### src/rtl/xp_pkg.sv
package xp_pkg;
    typedef enum logic {
        BK_OPEN   = 1'b0,
        BK_LOADED = 1'b1
    } bank_st_t;
endpackage

### src/rtl/xp_bank.sv
module xp_bank #(
    parameter int ROWS = 8,
    parameter int COLS = 8,
    localparam int RW = $clog2(ROWS),
    localparam int CW = $clog2(COLS)
) (
    input  logic            clk,
    input  logic            rst,
    input  logic            wr_en,
    input  logic [RW-1:0]   wr_row,
    input  logic [COLS-1:0] wr_data,
    input  logic [CW-1:0]   rd_col,
    output logic [ROWS-1:0] rd_word
);
    logic [COLS-1:0] mat_q [ROWS];

    always_ff @(posedge clk) begin
        if (rst) begin
            for (int r = 0; r < ROWS; r++) begin
                mat_q[r] <= '0;
            end
        end else if (wr_en) begin
            mat_q[wr_row] <= wr_data;
        end
    end

    // column read: one bit from every row
    for (genvar r = 0; r < ROWS; r++) begin : g_col
        assign rd_word[r] = mat_q[r][rd_col];
    end
endmodule

### src/rtl/xp_ctrl.sv
module xp_ctrl
    import xp_pkg::*;
#(
    parameter int GRP   = 8,
    parameter int PIX_W = 8,
    localparam int RW = $clog2(GRP),
    localparam int CW = $clog2(PIX_W)
) (
    input  logic          clk,
    input  logic          rst,
    input  logic          in_valid,
    input  logic          out_ready,
    output logic          in_ready,
    output logic          out_valid,
    output logic [1:0]    wr_en,
    output logic [RW-1:0] wr_row,
    output logic          rd_sel,
    output logic [CW-1:0] rd_col
);
    bank_st_t      st_q [2];
    bank_st_t      st_d [2];
    logic          wr_sel_q, rd_sel_q;
    logic [RW-1:0] fill_q;
    logic [CW-1:0] drain_q;
    logic          in_fire, out_fire, fill_last, drain_last;

    assign fill_last  = (fill_q == RW'(GRP - 1));
    assign drain_last = (drain_q == CW'(PIX_W - 1));
    assign in_fire    = in_valid && in_ready;
    assign out_fire   = out_valid && out_ready;

    // state register for both banks
    always_ff @(posedge clk) begin
        if (rst) begin
            st_q[0] <= BK_OPEN;
            st_q[1] <= BK_OPEN;
        end else begin
            st_q[0] <= st_d[0];
            st_q[1] <= st_d[1];
        end
    end

    // per-bank next state
    for (genvar b = 0; b < 2; b++) begin : g_fsm
        always_comb begin
            st_d[b] = st_q[b];
            unique case (st_q[b])
                BK_OPEN: begin
                    if (in_fire && wr_sel_q == 1'(b) && fill_last) begin
                        st_d[b] = BK_LOADED;
                    end
                end
                BK_LOADED: begin
                    if (out_fire && rd_sel_q == 1'(b) && drain_last) begin
                        st_d[b] = BK_OPEN;
                    end
                end
                default: st_d[b] = BK_OPEN;
            endcase
        end
    end

    // outputs
    always_comb begin
        in_ready  = (st_q[wr_sel_q] == BK_OPEN);
        out_valid = (st_q[rd_sel_q] == BK_LOADED);
        wr_en     = '0;
        wr_en[wr_sel_q] = in_fire;
        wr_row    = fill_q;
        rd_sel    = rd_sel_q;
        rd_col    = drain_q;
    end

    // fill and drain counters with bank pointers
    always_ff @(posedge clk) begin
        if (rst) begin
            fill_q   <= '0;
            drain_q  <= '0;
            wr_sel_q <= 1'b0;
            rd_sel_q <= 1'b0;
        end else begin
            if (in_fire) begin
                if (fill_last) begin
                    fill_q   <= '0;
                    wr_sel_q <= ~wr_sel_q;
                end else begin
                    fill_q <= fill_q + 1'b1;
                end
            end
            if (out_fire) begin
                if (drain_last) begin
                    drain_q  <= '0;
                    rd_sel_q <= ~rd_sel_q;
                end else begin
                    drain_q <= drain_q + 1'b1;
                end
            end
        end
    end
endmodule

### src/rtl/bitplane_xpose.sv
module bitplane_xpose #(
    parameter int PIX_W = 8,
    parameter int GRP   = 8
) (
    input  logic                     clk,
    input  logic                     rst,
    input  logic                     in_valid,
    output logic                     in_ready,
    input  logic [PIX_W-1:0]         in_pixel,
    output logic                     out_valid,
    input  logic                     out_ready,
    output logic [GRP-1:0]           out_bits,
    output logic [$clog2(PIX_W)-1:0] out_plane
);
    localparam int RW = $clog2(GRP);
    localparam int CW = $clog2(PIX_W);

    logic [1:0]    wr_en;
    logic [RW-1:0] wr_row;
    logic          rd_sel;
    logic [CW-1:0] rd_col;
    logic [GRP-1:0] bank_word [2];

    xp_ctrl #(.GRP(GRP), .PIX_W(PIX_W)) u_ctrl (
        .clk       (clk),
        .rst       (rst),
        .in_valid  (in_valid),
        .out_ready (out_ready),
        .in_ready  (in_ready),
        .out_valid (out_valid),
        .wr_en     (wr_en),
        .wr_row    (wr_row),
        .rd_sel    (rd_sel),
        .rd_col    (rd_col)
    );

    for (genvar b = 0; b < 2; b++) begin : g_bank
        xp_bank #(.ROWS(GRP), .COLS(PIX_W)) u_bank (
            .clk     (clk),
            .rst     (rst),
            .wr_en   (wr_en[b]),
            .wr_row  (wr_row),
            .wr_data (in_pixel),
            .rd_col  (rd_col),
            .rd_word (bank_word[b])
        );
    end

    assign out_bits  = bank_word[rd_sel];
    assign out_plane = rd_col;
endmodule

### config.mk
export PLATFORM = sky130hd
export DESIGN_NAME = bitplane_xpose
export DESIGN_NICKNAME = d
export VERILOG_FILES = /design/src/rtl/xp_pkg.sv /design/src/rtl/xp_bank.sv /design/src/rtl/xp_ctrl.sv /design/src/rtl/bitplane_xpose.sv
export SDC_FILE = /design/constraint.sdc
export NUM_CORES = 1
export LEC_CHECK = 0
export BUFFER_PORTS_ARGS = -buffer_cell sky130_fd_sc_hd__buf_4
export CELL_PAD_IN_SITES_DETAIL_PLACEMENT = 0
export CELL_PAD_IN_SITES_GLOBAL_PLACEMENT = 1
export CORE_ASPECT_RATIO = 0.6
export CORE_MARGIN = 10
export CORE_UTILIZATION = 47
export DETAILED_ROUTE_END_ITERATION = 10
export PLACE_DENSITY_LB_ADDON = 0.12
export SLEW_MARGIN = 0
export SYNTH_ARGS = -nofsm -noshare
export SYNTH_HDL_FRONTEND = slang
export SYNTH_SLANG_ARGS = --single-unit
export TNS_END_PERCENT = 5
### constraint.sdc
create_clock -name clk -period 2.37 [get_ports clk]
set_clock_uncertainty 0.05 [all_clocks]
set_input_delay 0.711 -clock clk [delete_from_list [all_inputs] [get_ports clk]]
set_output_delay 0.711 -clock clk [all_outputs]
set_load 0.005 [all_outputs]
# --- After elaboration in Yosys (flattened, before gate mapping) ---
# Memory sizes are Yosys's and may differ from the RTL's. A register that Yosys moved wholly into a read port is not among the register bits.
# Index checks and enable logic that the tools add are counted.
totals:
  reg_bits: 8
  latchBits: 0
  mem_bits_rw: 130
  rom_bits: 0
  inputBits: 12
  word_cells: 105
  memories: 3
op_classes:
  n_addsub: 2
  multipliers: 0
  div_mod_pow: 0
  order_cmp: 4
  eq_ne: 2
  n_shift: 0
  mux: 66
  bitwise: 9
  n_reduce_logical: 15
memory_table:
  columns: ["memory", "words", "width", "rd", "rd_ports_with_merged_regs", "write_ports", "line", "rtl"]
  rows:
  - ["g_bank[0].u_bank.mat_q", 8, 8, 8, 0, 8, "xp_bank.sv:15", "logic [COLS-1:0] mat_q [ROWS];"]
  - ["g_bank[1].u_bank.mat_q", 8, 8, 8, 0, 8, "xp_bank.sv:15", null]
  - ["u_ctrl.st_q", 2, 1, 4, 2, 2, "xp_ctrl.sv:20", "bank_st_t st_q [2];"]
op_table:
  columns: ["op", "count"]
  rows:
  - ["1-bit binary-select mux with 3-bit select", 16]
  - ["8-bit 2-to-1 mux", 5]
  - ["1-bit 2-to-1 mux", 38]
  - ["8-bit OR reduction", 2]
  - ["3-bit 2-to-1 mux", 4]
  - ["1-bit logical AND", 11]
  - ["3-bit by 1-bit adder with 3-bit output, second input constant", 2]
  - ["3-bit == test, second input constant", 2]
  - ["1-bit inverter", 5]
  - ["3-bit by 4-bit < comparator with 1-bit output, second input constant", 1]
  - ["1-bit case mux with 2 select lines", 2]
  - ["2-bit AND reduction", 2]
  - ["2-bit AND", 1]
  - ["2-bit greater-or-equal comparator, second input constant", 1]
  - ["1-bit by 2-bit < comparator with 1-bit output, second input constant", 1]
  - ["1-bit inverter with 2-bit output", 1]
  - ["1-bit OR", 2]
  - ["1-bit demux with 1-bit select", 1]
  - ["1-bit greater-or-equal comparator, second input constant", 1]

# --- Longest topological paths before layout ---
# Gate-level depths: netlist of run 1.
logic_depth:
  ltp_word: 10
  ltp_mapped: 6

# --- Modules after synthesis ---
# A second synthesis of run 1 with hierarchy kept.
unflattened:
  cells_unflattened: 457
  area_unflattened_um2: 6683.9
modules_own_cells:
  columns: ["mod", "n_inst", "cells_per_inst", "area_each_um2", "seq_area_each_um2"]
  rows:
  - ["xp_bank (g_bank[1].u_bank)", 1, 193, 2990.4, 1921.8]
  - ["xp_bank (g_bank[0].u_bank)", 1, 193, 2977.9, 1921.8]
  - ["xp_ctrl", 1, 62, 584.3, 240.2]
  - ["bitplane_xpose", 1, 9, 131.4, 0.0]

# --- Worst setup path before layout of run 1 ---
# Ideal clock, no wire load.
synth_path:
  kind: "input port to flip-flop"
  start: "input in_valid"
  end: "memory g_bank[0].u_bank.mat_q[0][0] (enable)"
  setup_time_ps: 375
  t_arrival_ps: 2032
  setup_slack_ps: -87
  path_stages: 5
  n_path_buf: 2
  path_cell_list: "inv_1 -> or4_1 -> buf_4 -> buf_6 -> o21bai_1"
synth_rtl:
  columns: ["element", "line", "rtl"]
  rows:
  - ["from (decl)", "bitplane_xpose.sv:7", "input logic in_valid,"]
  - ["to (decl)", "xp_bank.sv:15", null]

# --- Worst setup path after layout of run 1 ---
layout_path:
  start: "register u_ctrl.drain_q[0], in the netlist u_ctrl.rd_col[0]"
  end: "output out_bits[5]"
layout_between:
  elab_chain_cells: 5
  word_cells_on_any_way: 7
layout_rtl:
  columns: ["element", "line", "rtl"]
  rows:
  - ["from (decl)", "xp_ctrl.sv:24", "logic [CW-1:0] drain_q;"]
  - ["from (signal assigned)", "xp_ctrl.sv:95", "drain_q <= drain_q + 1'b1;"]
  - ["1-bit binary-select mux with 3-bit select", "xp_bank.sv:29", "assign rd_word[r] = mat_q[r][rd_col];"]
  - ["1-bit 2-to-1 mux (not written as such)", "xp_bank.sv:29", null]
  - ["8-bit 2-to-1 mux (not written as such) (*) (3 in a row)", "bitplane_xpose.sv:49", "assign out_bits = bank_word[rd_sel];"]
  - ["to (decl)", "bitplane_xpose.sv:12", "output logic [GRP-1:0] out_bits,"]
# Mark *: on every way between the ends. The rest lies on a longest branch, timed or not. The select of a mux whose other input is x is not followed.

==> results_dict.tcl, run 1 <==
set metrics [dict create \
    coreArea_um2 13900 \
    final_antenna_net_count 0 \
    synth_top_area_share_pct 56.7 \
    outcome "finished with violations" \
    synth_top_cell_by_area "edfxtp_1" \
    cp_num_cells 5 \
    dieArea_um2 19800 \
    arrival_ns 1.98 \
    intPower_mw 4.40 \
    worst_slack_ns -0.366 \
    area_growth_pct 17.7 \
    ys.flop_type "edfxtp_1" \
    synth_xor_area_share_pct 0 \
    dp_hpwl_mm 9.69 \
    synthCells 476 \
    die_w_um 175 \
    r2r_slack_ns 0.31 \
    place_congestion 0.783 \
    fmax_mhz 365 \
    fin_util_pct 57.5 \
    cts_made_buffers 17 \
    crit_family "multiplexers" \
    cp-endpoint "out_bits[5]" \
    port_buffers 24 \
    ys_warn_count 0 \
    power_frac_seq_pct 49.0 \
    clock-sinks 140 \
    reg2reg_from "u_ctrl.st_q[1]" \
    drc_errors 0 \
    worstSetupPathType "flop to output pin" \
    synthAdderAreaFrac_pct 0.738 \
    final-setup-viol-count 8 \
    grt_pass1_wl_mm 25.0 \
    layout_commonest_cell "edfxtp_1" \
    synth_compound_area_share_pct 5.33 \
    period_share_pct 115 \
    io_pins 25 \
    synthSimpleGateAreaFrac_pct 18.3 \
    dr.first_iter.drc_count 488 \
    ys_seq_elements 140 \
    hp-class "flop to flop" \
    synthMuxAreaShare_pct 11.0 \
    multi_input_area_um2 2470 \
    fin_tns_setup_ns -2.68 \
    p_sw_share_pct 23.2 \
    track_usage_pct 16.6 \
    end_kind "output pin" \
    final_cell_mix "edfxtp_1 (128), nor3_1 (67), nor3_2 (62), buf_4 (55), mux4_2 (32)" \
    p_comb_share_pct 6.3 \
    ys_seq_area_share_pct 60.2 \
    grt-ovfl-total 0 \
    r2r_end "g_bank[0].u_bank.mat_q[5][3]" \
    drtPass1Iterations 5 \
    rsz0062_at_grt "true" \
    grt_antenna_before_repair 0 \
    start_util_pct 48.9 \
    cts_max_path_buffers 2 \
    crit_buf_inv 2 \
    synth-edff-count 128 \
    nNetsFinal 519 \
    wl_mm 15.9 \
    hold_buffers 0 \
    synthArstFlopShare_pct 0 \
    syn_nets 492 \
    max-vdd-ir-drop_mv 0.449 \
    netlist_area_um2 6780 \
    reg2reg_depth 4 \
    via_per_inst 5.93 \
    nFillCells 1132 \
    root_buffer "clkbuf_16" \
    grt_pass1_vias 4076 \
    clk_pin_slew_ns 0.06 \
    die_h_um 113 \
    post_cts_buffers 0 \
    maxCapViolations 0 \
    finalPower_mw 5.73 \
    synth_top_family_by_area "simple AND/OR/NAND/NOR gates" \
    p_switching_mw 1.33 \
    start_kind "flop" \
    worstPathRequired_ns 1.61 \
    worstMarginPinSlew_ns 0.783 \
    crit_chain "buf_12 -> mux4_2 -> a22oi_2 -> nand2_2 -> buf_6" \
    drive_above_1_share_pct 40.9 \
    vias 4198 \
    synth_cell_types 35 \
    register_area_um2 4090 \
    cpMaxStageDelayCell "mux4_2" \
    syn_area_per_cell_um2 14.3 \
    max-slew-margin-rel_pct 47.8 \
    tritoncts "done" \
    power_density_nw_per_um2 717 \
    worstSetupStartpoint "u_ctrl.rd_col[0]" \
    hold_viol_final 0 \
    slew_violations 0 \
    clockPowerShare_pct 44.7 \
    worst_path_largest_cell_delay_ns 0.51 \
    antenna_cells 0 \
    synth_top_cells_by_area "edfxtp_1 (57%), mux4_2 (11%), nor3_2 (9.1%)" \
    period_minus_slack_ns 2.74 \
    power_leakage_nw 2.56 \
    violations "setup timing" \
    clk_latency_ns 0.42 \
    cts.htree.levels 4 \
    cp_max_fo 8 \
    grt_max_degree 58 \
    rows 33 \
    avgRoutedWirePerCell_um 22.5 \
]
## through the flow
step | setup WS [ns] | hold slack (ns) | cell area [µm²] | cells
finish | -0.366 | 0.500 | 7980 | 708
CTS | -0.404 | 0.483 | 7930 | 708
detailed placement | -0.00613 | 0.480 | 7290 | 675
global route | -0.470 | 0.506 | 7980 | 708
global placement | -0.0121 | 0.474 | 7290 | 675
floorplan | -0.0869 | 0.428 | 6780 | 476
## sequential cells by signal, summed over array words and instances, names as in the netlist, named ones only
name and cells:
g_bank.u_bank.mat_q 128, u_ctrl.rd_col 3, u_ctrl.wr_row 3, u_ctrl.st_q 2, u_ctrl.rd_sel 1, u_ctrl.wr_sel_q 1
## per-layer routing
| layer | global-route usage, % | wire length (µm) | vias up |
|---|---|---|---|
| met1 | 24.3 | 7490 | 2134 |
| met5 | 0 | 0 | - |
| met2 | 24.0 | 7170 | 138 |
| met4 | 5.01 | 199 | 0 |
| li1 | - | - | 1911 |
| met3 | 4.02 | 1060 | 15 |
## worst min-delay path by stage
| stage | startpoint | to | slack (ns) | cells after the start |
|---|---|---|---|---|
| after floorplan | u_ctrl.st_q[1] | u_ctrl.st_q[1] | 0.43 | 1 |
| after global placement | u_ctrl.wr_sel_q | flop | 0.47 | 2 |
| after detailed placement | u_ctrl.wr_sel_q | flop | 0.48 | 2 |
| after CTS | rst | flop | 0.48 | 2 |
| after global routing | rst | u_ctrl.rd_col[1] | 0.51 | 2 |
| final | u_ctrl.wr_sel_q | u_ctrl.wr_sel_q | 0.50 | 2 |
## cells by family (layout without fill, tap and decap cells)
kind of cell | after synthesis | in the layout
AOI/OAI and AO/OA | 53 | 53
adders and majority gates | 4 | 4
buffers and inverters | 63 | 103
DFF | 140 | 140
muxes | 34 | 34
and+or+nand+nor | 182 | 182
## layout make-up
type	count	area share, %
clock buffer	21	6.18
clock inverter	11	0.972
timing repair buffer	65	7.45
inverter	6	0.282
sequential	140	51.2
multi-input combinational	273	30.9
tap	192	3.01
## what timing repair did
action | in CTS | in global routing
gates resized for setup | 10 | 12
hold endpoints to repair | 0 | 0
setup endpoints to repair | 8 | 8
gates cloned | 1 | 0
pin swaps | 2 | 11
## power by group through the flow
stage | clock [mW] | combinational [mW] | sequential, mW
2_1_floorplan | 0 | 0.236 | 2.84
3_3_place_gp | 0 | 0.351 | 2.86
3_5_place_dp | 0 | 0.354 | 2.86
4_1_cts | 2.59 | 0.357 | 2.81
5_1_grt | 2.70 | 0.388 | 2.82
6_report | 2.56 | 0.361 | 2.81
## synthesized netlist by cell type, types with 3 or more instances
| cell | n |
|---|---|
| a22oi_1 | 16 |
| nor3_2 | 62 |
| a21oi_1 | 10 |
| or4_1 | 5 |
| buf_1 | 17 |
| nor2b_1 | 3 |
| o21ai_0 | 6 |
| nand2b_1 | 10 |
| nand2_1 | 18 |
| mux4_2 | 32 |
| buf_6 | 7 |
| clkbuf_1 | 26 |
| inv_1 | 5 |
| or2_2 | 3 |
| nor3_1 | 67 |
| buf_2 | 6 |
| o21bai_1 | 16 |
| dfxtp_1 | 12 |
| edfxtp_1 | 128 |
| nand3_1 | 5 |
| ha_1 | 4 |
## worst min-delay path, stage by stage, from the launching register on
cell and delay, ns:
dfxtp_1 0.34, o31ai_1 0.09, a21oi_1 0.07
Power figures use the tool's default switching activity.
==> run 2, diff against run 1 <==
==> constraint.sdc (replaced) <==
create_clock -name clk -period 2.37 [get_ports clk]
set_clock_uncertainty 0.05 [all_clocks]
set_input_delay 0 -clock clk [delete_from_list [all_inputs] [get_ports clk]]
set_output_delay 0 -clock clk [all_outputs]
set_load 0.005 [all_outputs]
==> run 2 against run 1 <==
Compared with the run above:
- the flow now finishes without violations
- sequential power about the same
- global-route usage shrank 0.59 points
- count of clock-buffer cells in the layout decreased by 2
- setup slack better by 0.51 ns
- highest routed layer unchanged
- clock power grew 11%
- critical path depth did not move
- hold slack worse by 0.27 ns
==> results_dict.tcl, run 2 (synthesized netlist as in run 1, its figures left out) <==
set metrics [dict create \
    dr.first_iter.drc_count 314 \
    r2r_end "g_bank[0].u_bank.mat_q[6][4]" \
    maxCapViolations 0 \
    dieArea_um2 19800 \
    place_ws_ns 0.291 \
    grt-ovfl-total 0 \
    outcome "completed" \
    power_density_nw_per_um2 761 \
    max-slew-margin-rel_pct 58.0 \
    coreArea_um2 13900 \
    rsz0062_at_grt "false" \
    cpMaxStageDelayCell "mux4_2" \
    root_buffer "clkbuf_16" \
    grt_pass1_vias 4125 \
    p_switching_mw 1.32 \
    arrival_ns 2.18 \
    power_frac_seq_pct 46.9 \
    intPower_mw 4.66 \
    worst_slack_ns 0.141 \
    clockPowerShare_pct 47.2 \
    clk_pin_slew_ns 0.06 \
    post_cts_buffers 0 \
    die_h_um 113 \
    top_register "g_bank.u_bank.mat_q" \
    crit_chain "buf_12 -> mux4_2 -> a22oi_1 -> nand2_1 -> buf_4" \
    crit_buf_inv 2 \
    reg2reg_depth 4 \
    wl_mm 15.6 \
    clock-sinks 140 \
    tritoncts "done" \
    clk_latency_ns 0.42 \
    worstPathRequired_ns 2.32 \
    hp-class "input port to flop" \
    hp-start "in_pixel[3]" \
    largest_reg_flops 128 \
    drc_errors 0 \
    layout_commonest_cell "edfxtp_1" \
    final_cell_mix "edfxtp_1 (128), nor3_1 (67), nor3_2 (62), buf_4 (50), mux4_2 (32)" \
    fin_tns_setup_ns 0 \
    antenna_cells 0 \
    whs_endpoint "g_bank[0].u_bank.mat_q[6][3]" \
    end_kind "output pin" \
    rows 33 \
    power_leakage_nw 2.50 \
    finalPower_mw 5.99 \
    min_path_cells 3 \
    period_minus_slack_ns 2.23 \
    track_usage_pct 16.0 \
    nFillCells 1160 \
    place_congestion 0.765 \
    cp_max_fo 32 \
    cts.htree.levels 4 \
    grt_antenna_before_repair 0 \
    start_kind "flop" \
    port_buffers 24 \
    drtPass1Iterations 5 \
    dp_hpwl_mm 9.50 \
    area_growth_pct 16.0 \
    grt_max_degree 73 \
    via_per_inst 5.87 \
    worstMarginPinSlew_ns 0.630 \
    nNetsFinal 512 \
    io_pins 25 \
    slew_violations 0 \
    r2r_slack_ns 0.26 \
    start_util_pct 48.9 \
    fmax_mhz 449 \
    drive_above_1_share_pct 36.1 \
    cts_resized 0 \
    p_sw_share_pct 22.1 \
    final_antenna_net_count 0 \
    p_comb_share_pct 5.9 \
    die_w_um 175 \
    hold_viol_final 0 \
    period_share_pct 94.1 \
    avgRoutedWirePerCell_um 22.3 \
    worstSetupPathType "flop to output pin" \
    grt_pass1_wl_mm 24.1 \
    max-vdd-ir-drop_mv 0.494 \
    cts_max_path_buffers 2 \
    vias 4118 \
    final-setup-viol-count 0 \
    crit_family "multiplexers" \
    hold_buffers 4 \
    worst_path_largest_cell_delay_ns 0.54 \
    cts_made_buffers 17 \
]
==> run 2: final cells by class <==
class                      count  area [µm²]  share of cell area, %
tap                          192         240                   3.05
timing repair buffer          58         495                   6.29
sequential                   140        4090                   51.9
clock inverter                13         191                   2.43
clock buffer                  19         433                   5.50
inverter                       6        22.5                  0.286
multi-input combinational    273        2400                   30.5
==> run 2: how the worst max path moves through the flow <==
| stage | slack [ns] | endpoint | depth (start not counted) | start |
|---|---|---|---|---|
| after floorplan | 0.15 | g_bank[0].u_bank.mat_q[0][0] | 5 | flop |
| after global placement | 0.30 | g_bank[0].u_bank.mat_q[1][6] | 4 | flop |
| after detailed placement | 0.29 | g_bank[0].u_bank.mat_q[6][5] | 4 | flop |
| after CTS | 0.11 | out_bits[5] | 5 | u_ctrl.rd_col[0] |
| after global routing | 0.03 | out_bits[4] | 5 | u_ctrl.rd_col[0] |
| final | 0.14 | out_bits[4] | 5 | u_ctrl.rd_col[0] |
==> run 2: power groups by stage <==
stage	Clock (mW)	Sequential [mW]	Combinational, mW
after floorplan	0	2.84	0.236
after global placement	0	2.86	0.346
after detailed placement	0	2.86	0.351
after CTS	2.85	2.81	0.356
after global routing	2.95	2.82	0.379
final	2.83	2.81	0.354
==> run 2: worst reg2reg max path: stages, from the launching register on <==
cell and delay (ns):
dfxtp_1 0.33, mux2_4 0.34, or4_4 0.64, o21bai_1 0.27, buf_4 0.20
==> run 2: through the flow <==
step | utilization [%] | area (µm²) | std cells | hold slack (ns)
6_report | 56.7 | 7870 | 701 | 0.226
5_1_grt | 56.7 | 7870 | 701 | 0.272
4_1_cts | 56.7 | 7870 | 701 | 0.219
3_5_place_dp | 51.9 | 7210 | 665 | 0.259
3_3_place_gp | 51.9 | 7210 | 665 | 0.255
2_1_floorplan | - | 6780 | 476 | 0.110
==> run 2: per-layer routing <==
layer  track usage, %  wire, µm
met1             21.3      7150
met2             25.3      7370
met3             3.92       871
met4             5.68       250
met5                0         0
==> run 3, diff against run 2 <==
==> constraint.sdc (replaced) <==
create_clock -name clk -period 2.37 [get_ports clk]
set_clock_uncertainty 0.05 [all_clocks]
set_input_delay 0 -clock clk [delete_from_list [all_inputs] [get_ports clk]]
set_output_delay 0 -clock clk [all_outputs]
set_load 0.01 [all_outputs]
==> run 3 against run 2 <==
Compared with the run above:
- combinational power up 3%
- non-clock buffer count up 3
- setup slack worse by 0.0081 ns
- largest power group is now registers
==> results_dict.tcl, run 3 (synthesized netlist as in run 1, its figures left out) <==
set metrics [dict create \
    cp_max_fo 24 \
    grt-ovfl-total 0 \
    hp-class "input port to flop" \
    max-slew-margin-rel_pct 57.6 \
    maxCapViolations 0 \
    cts_max_path_buffers 2 \
    track_usage_pct 16.7 \
    vias 4160 \
    clk_latency_ns 0.41 \
    place_congestion 0.769 \
    final-setup-viol-count 0 \
    worstPathRequired_ns 2.32 \
    hold_viol_final 0 \
    cts.htree.levels 4 \
    grt_pass1_wl_mm 25.1 \
    worstMarginPinSlew_ns 0.635 \
    start_kind "flop" \
    drive_above_1_share_pct 37.1 \
    cts_made_buffers 17 \
    clock-sinks 140 \
    period_minus_slack_ns 2.24 \
    final_antenna_net_count 0 \
    dpl_cell_area_um2 7200 \
    fin_cells 704 \
    grt_antenna_before_repair 0 \
    nFillCells 1163 \
    max-vdd-ir-drop_mv 0.438 \
    period_share_pct 94.4 \
    fmax_mhz 447 \
    power_leakage_nw 2.50 \
    final_cell_mix "edfxtp_1 (128), nor3_1 (67), nor3_2 (62), buf_4 (55), mux4_2 (32)" \
    die_w_um 175 \
    worstSetupPathType "flop to output pin" \
    coreArea_um2 13900 \
    fin_util_pct 56.6 \
    grt_pass1_vias 4149 \
    outcome "completed" \
    dp_hpwl_mm 10.0 \
    arrival_ns 2.19 \
    placed_cells 668 \
    slew_violations 0 \
    wl_mm 16.2 \
    reg2reg_depth 4 \
    top_register "g_bank.u_bank.mat_q" \
    avgRoutedWirePerCell_um 23.0 \
    nNetsFinal 515 \
    drtPass1Iterations 5 \
    start_util_pct 48.9 \
    largest_reg_flops 128 \
    antenna_cells 0 \
    drc_errors 0 \
    dr.first_iter.drc_count 526 \
    min_path_cells 3 \
    port_buffers 24 \
    power_density_nw_per_um2 745 \
    tritoncts "done" \
    rsz0062_at_grt "false" \
    via_per_inst 5.91 \
    final_cell_area_um2 7850 \
    die_h_um 113 \
    r2r_slack_ns 0.35 \
    io_pins 25 \
    fin_tns_setup_ns 0 \
    area_growth_pct 15.8 \
    clk_pin_slew_ns 0.06 \
    root_buffer "clkbuf_16" \
    layout_commonest_cell "edfxtp_1" \
    post_cts_buffers 0 \
    end_kind "output pin" \
    rows 33 \
    dieArea_um2 19800 \
    grt_max_degree 73 \
]
run 3: changes by cell type in the layout (fill, tap and decap cells not counted), sizes merged:
cell / change
bufinv: -1
clkinv: +1
clkbuf: -1
buf: +3
clkinvlp: +1
run 3: stage by stage:
| step | hold WS (ns) | worst slack (ns) | power (mW) |
|---|---|---|---|
| 2_1_floorplan | 0.110 | 0.147 | 3.08 |
| 3_3_place_gp | 0.260 | 0.392 | 3.21 |
| 3_5_place_dp | 0.263 | 0.349 | 3.22 |
| 4_1_cts | 0.227 | 0.0434 | 5.90 |
| 5_1_grt | 0.242 | 0.0102 | 6.03 |
| 6_report | 0.248 | 0.133 | 5.85 |
run 3: final cells by class:
cell class	instances	area, µm²	share of cell area, %
Sequential cell	140	4090	52.0
Multi-Input combinational cell	273	2410	30.7
Tap cell	192	240	3.06
Clock buffer	18	429	5.46
Clock inverter	14	170	2.17
Timing Repair Buffer	61	493	6.28
Inverter	6	22.5	0.287
run 3: routing by layer:
metal | share of wire (%) | routed length, µm | global-route usage [%]
met5 | 0 | 0 | 0
met4 | 1.2 | 193 | 4.84
met3 | 5.1 | 826 | 3.29
met2 | 47 | 7550 | 25.4
met1 | 47 | 7620 | 23.9
run 3: repair_timing:
action / 4_1_cts / 5_1_grt
gates resized for setup: 0 / 2
hold endpoints to repair: 11 / 0
hold buffers: 4 / 0
setup endpoints to repair: 0 / 2
run 3: worst paths after layout:
| check | from | to |
|---|---|---|
| min | in_pixel[1] | g_bank[0].u_bank.mat_q[0][1] |
| max reg2reg | flop | g_bank[0].u_bank.mat_q[2][4] |
| min reg2reg | u_ctrl.st_q[1] | u_ctrl.st_q[1] |
| max | u_ctrl.rd_col[0] | out_bits[1] |
run 3: power by group:
part / switching (mW) / internal [mW]
Sequential: 0.0277 / 2.78
Clock: 1.02 / 1.66
Combinational: 0.248 / 0.116
Total: 1.30 / 4.55
run 3: worst max-delay path: stages, from the launching register on:
cell and delay [ns]:
dfxtp_2 0.40, buf_12 0.24, mux4_2 0.56, a22oi_2 0.28, nand2_1 0.11, buf_4 0.16
